**config.mk**
```make
export PLATFORM = sky130hd
export DESIGN_NAME = irq_vec_ctl
export DESIGN_NICKNAME = d
export VERILOG_FILES = /design/src/rtl/irq_vec_pkg.sv /design/src/rtl/irq_req_bank.sv /design/src/rtl/irq_prio_sel.sv /design/src/rtl/irq_gie_ctl.sv /design/src/rtl/irq_ctx_stack.sv /design/src/rtl/irq_vec_ctl.sv
export SDC_FILE = /design/constraint.sdc
export NUM_CORES = 1
export LEC_CHECK = 0
export ABC_AREA = 1
export BUFFER_PORTS_ARGS = -buffer_cell sky130_fd_sc_hd__buf_2
export CAP_MARGIN = 15
export CORE_MARGIN = 5
export CORE_UTILIZATION = 35
export CTS_CLUSTER_DIAMETER = 100
export DETAILED_ROUTE_END_ITERATION = 6
export GPL_TIMING_DRIVEN = 0
export PLACE_DENSITY = 0.59
export RECOVER_POWER = 50
export SETUP_SLACK_MARGIN = 0.3
export SYNTH_ARGS = -nofsm -noshare
export SYNTH_HDL_FRONTEND = slang
export SYNTH_SLANG_ARGS = --single-unit
```
**constraint.sdc**
```tcl
create_clock -name clk -period 1.8 [get_ports clk]
set_input_delay 0.36 -clock clk [delete_from_list [all_inputs] [get_ports clk]]
set_output_delay 0.36 -clock clk [all_outputs]
set_load 0.02 [all_outputs]
```
**src/rtl/irq_vec_pkg.sv**
```systemverilog
package irq_vec_pkg;
  localparam int NSRC      = 6;
  localparam int SRC_PIN0  = 0;
  localparam int SRC_PIN1  = 1;
  localparam int SRC_TMR1  = 2;
  localparam int SRC_TMR2  = 3;
  localparam int SRC_TMR3  = 4;
  localparam int SRC_VDROP = 5;

  // flags that survive their own service
  localparam logic [NSRC-1:0] STICKY_MASK = 6'b10_0000;

  // offset inside the vector page for a source index
  function automatic logic [3:0] vec_offset(input int idx);
    if (idx == SRC_VDROP) return 4'hE;
    return 4'(2 * idx);
  endfunction
endpackage

```
**src/rtl/irq_req_bank.sv**
```systemverilog
module irq_req_bank #(
  parameter int          N      = 6,
  parameter logic [N-1:0] STICKY = '0
) (
  input  logic         clk,
  input  logic         rst_n,
  input  logic [N-1:0] set_i,
  input  logic [N-1:0] sw_clr_i,
  input  logic [N-1:0] svc_clr_i,
  input  logic         en_we_i,
  input  logic [N-1:0] en_data_i,
  output logic [N-1:0] pend_o,
  output logic [N-1:0] en_o
);
  logic [N-1:0] flag_q, flag_d;
  logic [N-1:0] en_q, en_d;
  logic         flag_ce;

  always_comb begin
    flag_ce = |{set_i, sw_clr_i, svc_clr_i};
    // a new pulse outranks both kinds of clear
    flag_d  = (flag_q & ~sw_clr_i & ~(svc_clr_i & ~STICKY)) | set_i;
    en_d    = en_data_i;
  end

  always_ff @(posedge clk or negedge rst_n) begin
    if (!rst_n) begin
      flag_q <= '0;
      en_q   <= '0;
    end else begin
      if (flag_ce) flag_q <= flag_d;
      if (en_we_i) en_q   <= en_d;
    end
  end

  assign pend_o = flag_q;
  assign en_o   = en_q;
endmodule

```
**src/rtl/irq_prio_sel.sv**
```systemverilog
module irq_prio_sel #(
  parameter int N  = 6,
  localparam int IW = (N > 1) ? $clog2(N) : 1
) (
  input  logic [N-1:0]  req_i,
  output logic [N-1:0]  grant_o,
  output logic [IW-1:0] idx_o,
  output logic          any_o
);
  // lowest index has the highest priority: scan downward, last hit wins
  always_comb begin
    grant_o = '0;
    idx_o   = '0;
    for (int i = N - 1; i >= 0; i--) begin
      if (req_i[i]) begin
        grant_o    = '0;
        grant_o[i] = 1'b1;
        idx_o      = IW'(i);
      end
    end
    any_o = |req_i;
  end
endmodule

```
**src/rtl/irq_gie_ctl.sv**
```systemverilog
module irq_gie_ctl (
  input  logic clk,
  input  logic rst_n,
  input  logic bnd_i,
  input  logic ei_i,
  input  logic take_i,
  output logic gie_o
);
  logic gie_q, gie_d;
  logic arm_q, arm_d;

  always_comb begin
    gie_d = gie_q;
    arm_d = arm_q;
    if (take_i) begin
      gie_d = 1'b0;
      arm_d = 1'b0;           // a pending enable is dropped by the take
    end else begin
      gie_d = gie_q | arm_q;  // enable lands one instruction after its opcode
      arm_d = ei_i;
    end
  end

  always_ff @(posedge clk or negedge rst_n) begin
    if (!rst_n) begin
      gie_q <= 1'b0;
      arm_q <= 1'b0;
    end else if (bnd_i) begin
      gie_q <= gie_d;
      arm_q <= arm_d;
    end
  end

  assign gie_o = gie_q;
endmodule

```
**src/rtl/irq_ctx_stack.sv**
```systemverilog
module irq_ctx_stack #(
  parameter int AW = 13,
  parameter int CW = 16
) (
  input  logic          clk,
  input  logic          rst_n,
  input  logic          push_i,
  input  logic [AW-1:0] addr_i,
  input  logic [CW-1:0] ctx_i,
  input  logic          pop_i,
  output logic [AW-1:0] addr_o,
  output logic [CW-1:0] ctx_o,
  output logic          pop_o
);
  logic [AW-1:0] addr_q;
  logic [CW-1:0] ctx_q;
  logic          pop_q, pop_d;

  always_comb pop_d = pop_i;

  always_ff @(posedge clk or negedge rst_n) begin
    if (!rst_n) begin
      addr_q <= '0;
      ctx_q  <= '0;
      pop_q  <= 1'b0;
    end else begin
      if (push_i) begin
        addr_q <= addr_i;
        ctx_q  <= ctx_i;
      end
      pop_q <= pop_d;
    end
  end

  assign addr_o = addr_q;
  assign ctx_o  = ctx_q;
  assign pop_o  = pop_q;
endmodule

```
**src/rtl/irq_vec_ctl.sv**
```systemverilog
module irq_vec_ctl
  import irq_vec_pkg::*;
#(
  parameter int PC_W     = 13,
  parameter int PAGE_W   = 7,
  parameter int VEC_PAGE = 1,
  parameter int CTX_W    = 16
) (
  input  logic             clk,
  input  logic             rst_n,
  input  logic [NSRC-1:0]  src_pulse,
  input  logic             reg_we,
  input  logic             reg_sel,
  input  logic [NSRC-1:0]  reg_wdata,
  input  logic             instr_done,
  input  logic             op_ei,
  input  logic             op_rti,
  input  logic [PC_W-1:0]  pc_ret,
  input  logic [CTX_W-1:0] ctx_in,
  output logic             take,
  output logic [PC_W-1:0]  take_vec,
  output logic             gie,
  output logic [NSRC-1:0]  req_pend,
  output logic             restore,
  output logic [PC_W-1:0]  rest_addr,
  output logic [CTX_W-1:0] rest_ctx
);
  localparam int IW = $clog2(NSRC);
  localparam logic [PC_W-1:0] VEC_BASE = PC_W'(VEC_PAGE) << PAGE_W;

  // reset: asserted at once, released after two clean edges
  logic [1:0] rst_sync_q;
  logic       rst_core_n;

  always_ff @(posedge clk or negedge rst_n) begin
    if (!rst_n) rst_sync_q <= 2'b00;
    else        rst_sync_q <= {rst_sync_q[0], 1'b1};
  end
  assign rst_core_n = rst_sync_q[1];

  logic [NSRC-1:0] en_mask, hit, grant, svc_clr, sw_clr;
  logic [IW-1:0]   grant_idx;
  logic            any_hit, take_now, en_we, gie_w;
  logic            take_q, take_d;
  logic [PC_W-1:0] vec_q, vec_d;

  always_comb begin
    sw_clr   = (reg_we && reg_sel) ? reg_wdata : '0;
    en_we    = reg_we && !reg_sel;
    hit      = req_pend & en_mask;
    take_now = instr_done && !op_rti && gie_w && any_hit;
    svc_clr  = take_now ? grant : '0;
    take_d   = take_now;
    vec_d    = VEC_BASE | PC_W'(vec_offset(int'(grant_idx)));
  end

  irq_req_bank #(.N(NSRC), .STICKY(STICKY_MASK)) u_bank (
    .clk       (clk),
    .rst_n     (rst_core_n),
    .set_i     (src_pulse),
    .sw_clr_i  (sw_clr),
    .svc_clr_i (svc_clr),
    .en_we_i   (en_we),
    .en_data_i (reg_wdata),
    .pend_o    (req_pend),
    .en_o      (en_mask)
  );

  irq_prio_sel #(.N(NSRC)) u_prio (
    .req_i   (hit),
    .grant_o (grant),
    .idx_o   (grant_idx),
    .any_o   (any_hit)
  );

  irq_gie_ctl u_gie (
    .clk    (clk),
    .rst_n  (rst_core_n),
    .bnd_i  (instr_done),
    .ei_i   (op_ei),
    .take_i (take_now),
    .gie_o  (gie_w)
  );

  irq_ctx_stack #(.AW(PC_W), .CW(CTX_W)) u_stack (
    .clk    (clk),
    .rst_n  (rst_core_n),
    .push_i (take_now),
    .addr_i (pc_ret),
    .ctx_i  (ctx_in),
    .pop_i  (instr_done && op_rti),
    .addr_o (rest_addr),
    .ctx_o  (rest_ctx),
    .pop_o  (restore)
  );

  always_ff @(posedge clk or negedge rst_core_n) begin
    if (!rst_core_n) begin
      take_q <= 1'b0;
      vec_q  <= '0;
    end else begin
      take_q <= take_d;
      if (take_now) vec_q <= vec_d;
    end
  end

  assign take     = take_q;
  assign take_vec = vec_q;
  assign gie      = gie_w;
endmodule

```
==> Word level (Yosys, flattened, before mapping) <==
Index checks and enable logic that the tools add are counted.
{ "classes": {"mux": 19, "reduce_logical": 10, "eq_ne": 1, "bitwise_logic": 7} }
{ "ops": {"columns": ["cell", "n"], "rows": [
  ["$mux 6", 8],
  ["$and 6x6->6", 3],
  ["$mux 3", 6],
  ["$reduce_or 18->1", 1],
  ["$mux 4", 2],
  ["$logic_and 1x1->1", 6],
  ["$not 5->6", 1],
  ["$not 6->6", 1],
  ["$or 6x6->6", 1],
  ["$reduce_or 6->1", 1],
  ["$eq 3x3->1 const B", 1],
  ["$mux 1", 3],
  ["$logic_not 1->1", 2],
  ["$or 1x1->1", 1]
]} }
{ "totals": {"register_bits": 52, "wordCells": 47, "in_bits": 48, "out_inout_bits": 51} }

==> Logic depth before layout (Yosys ltp) <==
Gate-level depths: netlist of the first run.
{ "depth": {"depth_word": 11, "ltp_mapped": 10, "mapped_depth_nobuf": 9} }

==> Modules after synthesis <==
A second synthesis of the first run with hierarchy kept.
{ "unflattened": {"cells_unflattened": 294, "area_unflattened_um2": 2312.2} }
{ "modules_own_cells": {"columns": ["module", "area_per_inst_um2", "instances", "cells_each"], "rows": [
  ["irq_ctx_stack", 1128.6, 1, 124],
  ["irq_vec_ctl", 504.2, 1, 80],
  ["irq_req_bank", 481.7, 1, 54],
  ["irq_prio_sel", 106.4, 1, 24],
  ["irq_gie_ctl", 91.3, 1, 12]
]} }

==> Least setup slack after synthesis of the first run <==
No wires, ideal clock.
{ "synth_path": {"path_type": "flip-flop to flip-flop", "startpoint": "register u_bank.flag_q[0], in the netlist u_bank.pend_o[0]", "endpoint": "register u_stack.addr_q[11], in the netlist u_stack.addr_o[11]", "stages_incl_launch_ff": 10, "setup_slack_ns": 0.448, "t_required_ns": 1.684, "arrival_ns": 1.236, "period_less_slack_ns": 1.352, "path_buffers": 1, "cell_sequence": "dfrtp_1 > nand2_4 > nand2_4 > nor2_4 > nand2_2 > nand2_4 > inv_2 > buf_2 > nand2_1 > nand2_1"} }
{ "synth_via": {"elab_chain_len": 3} }
{ "synth_rtl": {"columns": ["element", "line", "text"], "rows": [
  ["from (decl)", "irq_req_bank.sv:15", "logic [N-1:0] flag_q, flag_d;"],
  ["from (signal assigned)", "irq_req_bank.sv:31", "if (flag_ce) flag_q <= flag_d;"],
  ["$and 6x6->6", "irq_vec_ctl.sv:50", "hit = req_pend & en_mask;"],
  ["$reduce_or 6->1", "irq_prio_sel.sv:21", "any_o = |req_i;"],
  ["$logic_and 1x1->1", "irq_vec_ctl.sv:51", "take_now = instr_done && !op_rti && gie_w && any_hit;"],
  ["to (signal assigned)", "irq_ctx_stack.sv:28", "addr_q <= addr_i;"],
  ["to (decl)", "irq_ctx_stack.sv:15", "logic [AW-1:0] addr_q;"]
]} }
No other way between the ends.
A chain may end at the register's enable or synchronous reset.

==> Final worst setup path of the first run <==
{ "layout_path": {"startpoint": "register u_bank.flag_q[1], in the netlist u_bank.pend_o[1]", "endpoint": "register u_stack.ctx_q[3], in the netlist u_stack.ctx_o[3]"} }
{ "layout_via": {"elab_chain_len": 3} }
{ "layout_rtl": {"columns": ["element", "line", "text"], "rows": [
  ["$and 6x6->6", "irq_vec_ctl.sv:50", null],
  ["$reduce_or 6->1", "irq_prio_sel.sv:21", null],
  ["$logic_and 1x1->1", "irq_vec_ctl.sv:51", null],
  ["to (signal assigned)", "irq_ctx_stack.sv:29", "ctx_q <= ctx_i;"],
  ["to (decl)", "irq_ctx_stack.sv:16", "logic [CW-1:0] ctx_q;"]
]} }
No other way between the ends.

==> results of run 1 <==
==> cell families (layout without fill, tap and decap cells) <==
group,Yosys count,after routing
AOI/OAI and AO/OA,18,18
muxes,1,1
and+or+nand+nor,140,140
other,2,10
buffers and inverters,37,142
DFF,51,51
==> synth_stat cells <==
cell      number
nand2_1       97
dfrtp_1       51
nand2_2       22
inv_1         19
o21ai_0       12
buf_4         11
nand3_1       10
nor2_1         5
o21bai_1       4
buf_12         3
nand2_4        3
a21oi_1        2
buf_2          2
conb_1         2
and3b_1        1
clkbuf_1       1
inv_2          1
mux2_2         1
nor2_4         1
or2_1          1
==> stage by stage <==
stage                     setup WS, ns  area, um2  util (%)  instances  hold WS [ns]
after CTS                        0.363       2960      46.8        432         0.223
after global routing             0.245       3010      47.7        439         0.193
after floorplan                  0.448       2290         -        257        0.0644
after global placement           0.357       2830      44.8        423         0.145
after detailed placement         0.359       2830      44.8        423         0.148
final                            0.387       3010      47.7        439         0.154
==> final timing paths <==
check	to	from	cells past startpoint
setup / recovery	u_stack.ctx_o[3]	u_bank.pend_o[1]	9
hold / removal	u_stack.addr_o[1]	rst_sync_q[1]	0
setup reg to reg	u_stack.ctx_o[3]	u_bank.pend_o[1]	9
hold reg to reg	u_stack.addr_o[1]	rst_sync_q[1]	0
max in group asynchronous	u_stack.addr_o[10]	rst_sync_q[1]	1
min in group clk	u_bank.pend_o[0]	src_pulse[0]	3
==> per-layer routing <==
layer	share of wire, %	global-route usage, %
met5	0	0
met4	1.2	3.72
met3	6.6	4.17
met2	49	22.1
met1	43	15.4
==> state kept, by name, indices dropped and copies added, names as in the netlist <==
| name | count |
|---|---|
| u_gie.gie_o | 1 |
| u_stack.addr_o | 13 |
| rst_sync_q | 2 |
| u_bank.pend_o | 6 |
| u_stack.ctx_o | 16 |
| take | 1 |
| u_stack.pop_o | 1 |
| take_vec | 4 |
| u_bank.en_o | 6 |
| u_gie.arm_q | 1 |
==> power groups by stage <==
stage / Clock, W / Sequential [W] / Combinational (W)
final: 0.000822 / 0.00175 / 0.00158
after floorplan: 0 / 0.00223 / 0.000571
after CTS: 0.000865 / 0.00178 / 0.00159
after global routing: 0.000911 / 0.00181 / 0.00175
after detailed placement: 0 / 0.00180 / 0.00159
after global placement: 0 / 0.00178 / 0.00156
==> what timing repair did <==
| item | CTS | global route |
|---|---|---|
| setup buffers | 0 | 6 |
| hold endpoints to repair | 2 | 0 |
| endpoints found under the setup margin | 0 | 13 |
| gates resized for setup | 0 | 3 |
| hold buffers | 1 | 0 |
==> final cells by class <==
cell class	instances	area, um2	area share, %
clock inverters	2	35.0	1.16
multi-input cells	169	782	26.0
inverters	20	75.1	2.49
well taps	77	96.3	3.20
plain buffers	17	159	5.28
flip-flops and latches	51	1280	42.4
clock buffers	6	82.6	2.74
repair buffers	97	504	16.7
==> cell usage in the layout, fill, tap and decap left out <==
cell type and instances:
o21ai_0 12, mux2_2 1, nand2_1 96, nor2_1 5, buf_2 77, conb_1 10, clkinv_2 1, clkbuf_4 1
clkbuf_1 14, a21oi_1 2, and3b_1 1, bufinv_16 1, or2_1 1, nand2_4 3, nand3_1 10, nor2_4 1
dfrtp_1 51, o21bai_1 4, nand2_2 23, inv_1 19, dlygate4sd3_1 1, buf_12 4, inv_2 1, clkbuf_8 6
buf_4 17
==> impl_metrics.ini, run 1 <==
[sta]
period_share_pct = 78.5
rsz0062_at_grt = no
setup_tns_ns = 0
final-setup-viol-count = 0
timing.fmax_ghz = 0.708
min_period_ns = 1.41
final_max_slew_viol_count = 0
finalHoldViolCount = 0
fin_skew_ns = 0.00689

[pwr]
p_leak_nw = 1.69
comb_power_share_pct = 38.1
p_sw_w = 0.00161
power_frac_clock_pct = 19.8
power_w = 0.00416
max-vdd-ir-drop_mv = 0.566
sw_frac_of_total_pct = 38.6
seqPwrFrac_pct = 42.2
power.density_nw_per_um2 = 1380
cellInternalPower_w = 0.00255

[synthesis]
yosysWarnings = 0
synth_top_area_share_pct = 56.5
post-synth-top-area-cell = dfrtp_1
ys_seq_elements = 51
synth_xor_area_share_pct = 0
synthAdderAreaFrac_pct = 0
synthCells = 249
synth_area_um2 = 2260
netlist_top_cells_area = dfrtp_1 (57%), nand2_1 (16%), nand2_2 (6.1%)
yosys.area_share.simple_pct = 27.9
synth.distinct_cells = 20
syn_avg_cell_area_um2 = 9.06
synth-compound-area-share_pct = 4.43
muxShareOfSynthArea_pct = 0.499
yosysSeqAreaShare_pct = 56.5
synth_top_family_by_area = simple AND/OR/NAND/NOR gates

[run]
max_cap_violations = 0

[cts]
cts_max_level = 2
cts_tree = built
numCtsBuffers = 5
clockBufferDepth = 2
cts.sinks = 51
clk_latency_ns = 0.30
cts-root-buf = clkbuf_8
clk_pin_slew_ns = 0.09

[worst_setup_path]
crit_family = simple AND/OR/NAND/NOR gates
startpoint_type = register
crit_path_end_kind = register
cp.required_ns = 1.99
crit_path_frequent_cell = nand2_1
cp_max_fo = 10
cpPeakStageDelay_ns = 0.39
critPathBufInv = 2
cpMaxStageDelayCell = dfrtp_1
arrival_ns = 1.60
crit_type = reg -> reg
rrSetupSlack_ns = 0.39
crit_chain = nand2_1 > nand2_4 > nor2_4 > nand2_2 > nand2_4 > inv_2 > clkbuf_4 > nand2_1 > nand2_1

[route]
drc_errors = 0
post_drt_wl_per_cell_um = 11.7
ant_nets = 0
drt_iter0_markers = 62
vias = 1832
totalWireLength_um = 5120
vias_per_cell = 4.17
firstDrtPassIters = 4

[grt]
grt_pass1_vias = 1880
grt_usage_pct = 12.9
grt_pass1_wl_um = 8760
grt_max_degree = 50
gr-total-overflow = 0
antenna_found_initial = 0

[floorplan]
dieWidth_um = 90.3
die_area_um2 = 8150
die_height_um = 90.3
pin_count = 99
core-area_um2 = 6310
initial_core_util_pct = 35.8
num_rows = 29

[placed_design]
hpwlAfterDp_um = 3790
place_congestion = 0.697
numPortBuffers = 89

[final_layout]
n_antenna_cell = 0
num-fill-cells = 672
syn_to_final_growth_pct = 33.4
final_nets = 409
drive_above_1_share_pct = 37.6

[run_status]
status = finished clean

[worst_hold_path]
hold_class = reg -> async
Power figures use the tool's default switching activity.
==> inputs of run 2 (changes only) <==
--- a/config.mk
+++ b/config.mk
@@ -5,7 +5,7 @@
 export SDC_FILE = /design/constraint.sdc
 export NUM_CORES = 1
 export LEC_CHECK = 0
-export ABC_AREA = 1
+export ABC_AREA = 0
 export BUFFER_PORTS_ARGS = -buffer_cell sky130_fd_sc_hd__buf_2
 export CAP_MARGIN = 15
 export CORE_MARGIN = 5
@@ -13,7 +13,7 @@
 export CTS_CLUSTER_DIAMETER = 100
 export DETAILED_ROUTE_END_ITERATION = 6
 export GPL_TIMING_DRIVEN = 0
-export PLACE_DENSITY = 0.59
+export PLACE_DENSITY = 0.6
 export RECOVER_POWER = 50
 export SETUP_SLACK_MARGIN = 0.3
 export SYNTH_ARGS = -nofsm -noshare
==> constraint.sdc (replaced) <==
create_clock -name clk -period 1.3 [get_ports clk]
set_input_delay 0.26 -clock clk [delete_from_list [all_inputs] [get_ports clk]]
set_output_delay 0.26 -clock clk [all_outputs]
set_load 0.02 [all_outputs]
==> run 2 against run 1 <==
The run now ends with setup timing left. Clock power increased by 5.1%. Maximum frequency decreased by 9.7%. Via count down 8.9%. Area after synthesis decreased by 6.5%. Power rose by 63%. Cell area grew 17%. First-iteration DRC count fell by 35%. Non-clock buffer count increased by 22. Clock-buffer cell count rose by 1. Worst hold slack got worse by 0.015 ns. Highest routed layer unchanged.
==> impl_metrics.ini, run 2 <==
[route]
totalWireLength_um = 5520
firstDrtPassIters = 4
vias = 1669
vias_per_cell = 4.60
post_drt_wl_per_cell_um = 15.2
ant_nets = 0
drt_iter0_markers = 40
drc_errors = 0

[floorplan]
num_rows = 28
die_area_um2 = 7680
dieWidth_um = 87.6
pin_count = 99
core-area_um2 = 5890
die_height_um = 87.6
initial_core_util_pct = 35.8

[worst_setup_path]
crit_path_frequent_cell = buf_12
crit_type = reg -> reg
rrSetupSlack_ns = -0.26
crit_path_end_kind = register
reg2reg_to = u_stack.ctx_o[13]
crit_chain = a22oi_2 > a41oi_4 > buf_12 > buf_12 > mux2_4
crit_start = u_bank.pend_o[4]
rr_startpoint = u_bank.pend_o[4]
r2r.worst_path.cells = 5
startpoint_type = register
cp_max_fo = 8
cpMaxStageDelayCell = dfrtp_2
cp.required_ns = 1.48
cpPeakStageDelay_ns = 0.43
endpoint = u_stack.ctx_o[13]
arrival_ns = 1.74

[sta]
period_share_pct = 120
timing.fmax_ghz = 0.639
setup_slack_ns = -0.265
worst_slew_pin_slew_ns = 0.584
slew_headroom_pct = 61.1
finalHoldViolCount = 0
final_max_slew_viol_count = 0
fin_skew_ns = 0.00781
setup_tns_ns = -8.38
min_period_ns = 1.56
final-setup-viol-count = 41
rsz0062_at_grt = yes

[synthesis]
yosysWarnings = 0
syn_avg_cell_area_um2 = 14.1
netlist_top_cells_area = dfrtp_1 (60%), mux2_2 (14%), mux2_1 (5.3%)
synth.distinct_cells = 29
yosys-top-cells-count = dfrtp_1 (51), mux2_2 (26), nand2_1 (16), mux2_1 (10), buf_4 (9)
synth_area_um2 = 2110
ys_seq_elements = 51
yosysSeqAreaShare_pct = 60.5
yosysMostFrequentCell = dfrtp_1
synthArstFlopShare_pct = 100
synth_edf_count = 0
post-synth-top-area-cell = dfrtp_1
synthFlopType = dfrtp_1
synth_top_area_share_pct = 60.5
synthCells = 150

[placed_design]
pre_cts_ws_ns = -0.453
hpwlAfterDp_um = 3590
place_congestion = 0.669
placed_cells = 322
placed_area_um2 = 2710
numPortBuffers = 89

[grt]
gr-total-overflow = 0
grt_max_degree = 50
antenna_found_initial = 0
grt_usage_pct = 14.0
grt_pass1_wl_um = 8380
grt_pass1_vias = 1712

[cts]
clk_latency_ns = 0.29
cts.sinks = 51
cts_max_level = 2
clockBufferDepth = 2
clk_pin_slew_ns = 0.09
cts-root-buf = clkbuf_8
cts_tree = built
numCtsBuffers = 5

[final_layout]
final_nets = 335
largest_register_ff_count = 16
num-fill-cells = 491
mostFrequentLayoutCell = buf_6
finalNonFillerCells = 363
n_antenna_cell = 0
postLayoutCellArea_um2 = 3510
drive_above_1_share_pct = 71.2
syn_to_final_growth_pct = 66.6
final_cell_mix = buf_6 (57), buf_2 (45), dfrtp_1 (42)

[pwr]
max-vdd-ir-drop_mv = 1.04
power.density_nw_per_um2 = 1920
power_w = 0.00676
p_leak_nw = 1.66

[worst_hold_path]
hold_class = in -> reg
min_from = src_pulse[5]

[run_status]
failed_checks = setup timing
status = finished with violations

[run]
max_cap_violations = 0
-- run 2: timing repair --
item,4_1_cts,5_1_grt
pin swaps,4,5
gates cloned,3,0
endpoints found under the hold margin,2,0
gates resized for setup,112,20
hold buffers,1,0
buffers inserted,16,13
setup endpoints to repair,132,85
-- run 2: cell type report --
cell class	instances	area [um2]	area share, %
Tap cell	75	93.8	2.67
Sequential cell	51	1290	36.6
Clock buffer	7	76.3	2.17
Inverter	2	7.51	0.214
Multi-Input combinational cell	91	853	24.3
Buffer	14	123	3.49
Timing Repair Buffer	122	1070	30.4
Clock inverter	1	5.00	0.142
-- run 2: metal layers --
layer | track usage [%] | wire length [um] | up-vias | part of all wire (%)
li1 | - | - | 783 | -
met1 | 17.5 | 2170 | 801 | 39
met2 | 21.6 | 2660 | 81 | 48
met3 | 7.06 | 671 | 4 | 12
met4 | 3.35 | 26 | 0 | 0.47
met5 | 0 | 0 | - | 0
-- run 2: where the power goes --
| group | internal (W) | switching, W | total [W] |
|---|---|---|---|
| logic | 0.00197 | 0.00135 | 0.00332 |
| registers | 0.00214 | 0.000445 | 0.00258 |
| clock network | 0.000379 | 0.000485 | 0.000864 |
| total | 0.00449 | 0.00228 | 0.00676 |
-- run 2: worst min path at each step --
stage	end	cells after the start
finish	u_bank.pend_o[5]	2
global route	u_bank.pend_o[0]	2
CTS	u_bank.pend_o[5]	2
detailed placement	rst_sync_q[0]	1
global placement	rst_sync_q[0]	1
floorplan	rst_sync_q[0]	0
-- run 2: cell families (layout without fill, tap and decap cells) --
group	after synthesis	count (layout)	synth area share, %
other cells	2	10	0.356
compound gates	16	16	7.77
mux	36	36	19.2
buf+inv	16	146	5.52
flops	51	51	60.5
simple gates	29	29	6.64
-- run 2: worst max-delay path, delay by kind of cell (launching register included) --
family / cells / cell delay, ns
mux: 1 / 0.29
buf+inv: 2 / 0.31
flops: 1 / 0.43
compound gates: 2 / 0.41
-- run 2: through the flow --
step | utilization, % | hold slack (ns)
floorplan | - | -0.0356
global placement | 46.0 | 0.0466
detailed placement | 46.0 | 0.0491
CTS | 56.9 | 0.125
global route | 59.7 | 0.139
finish | 59.7 | 0.139
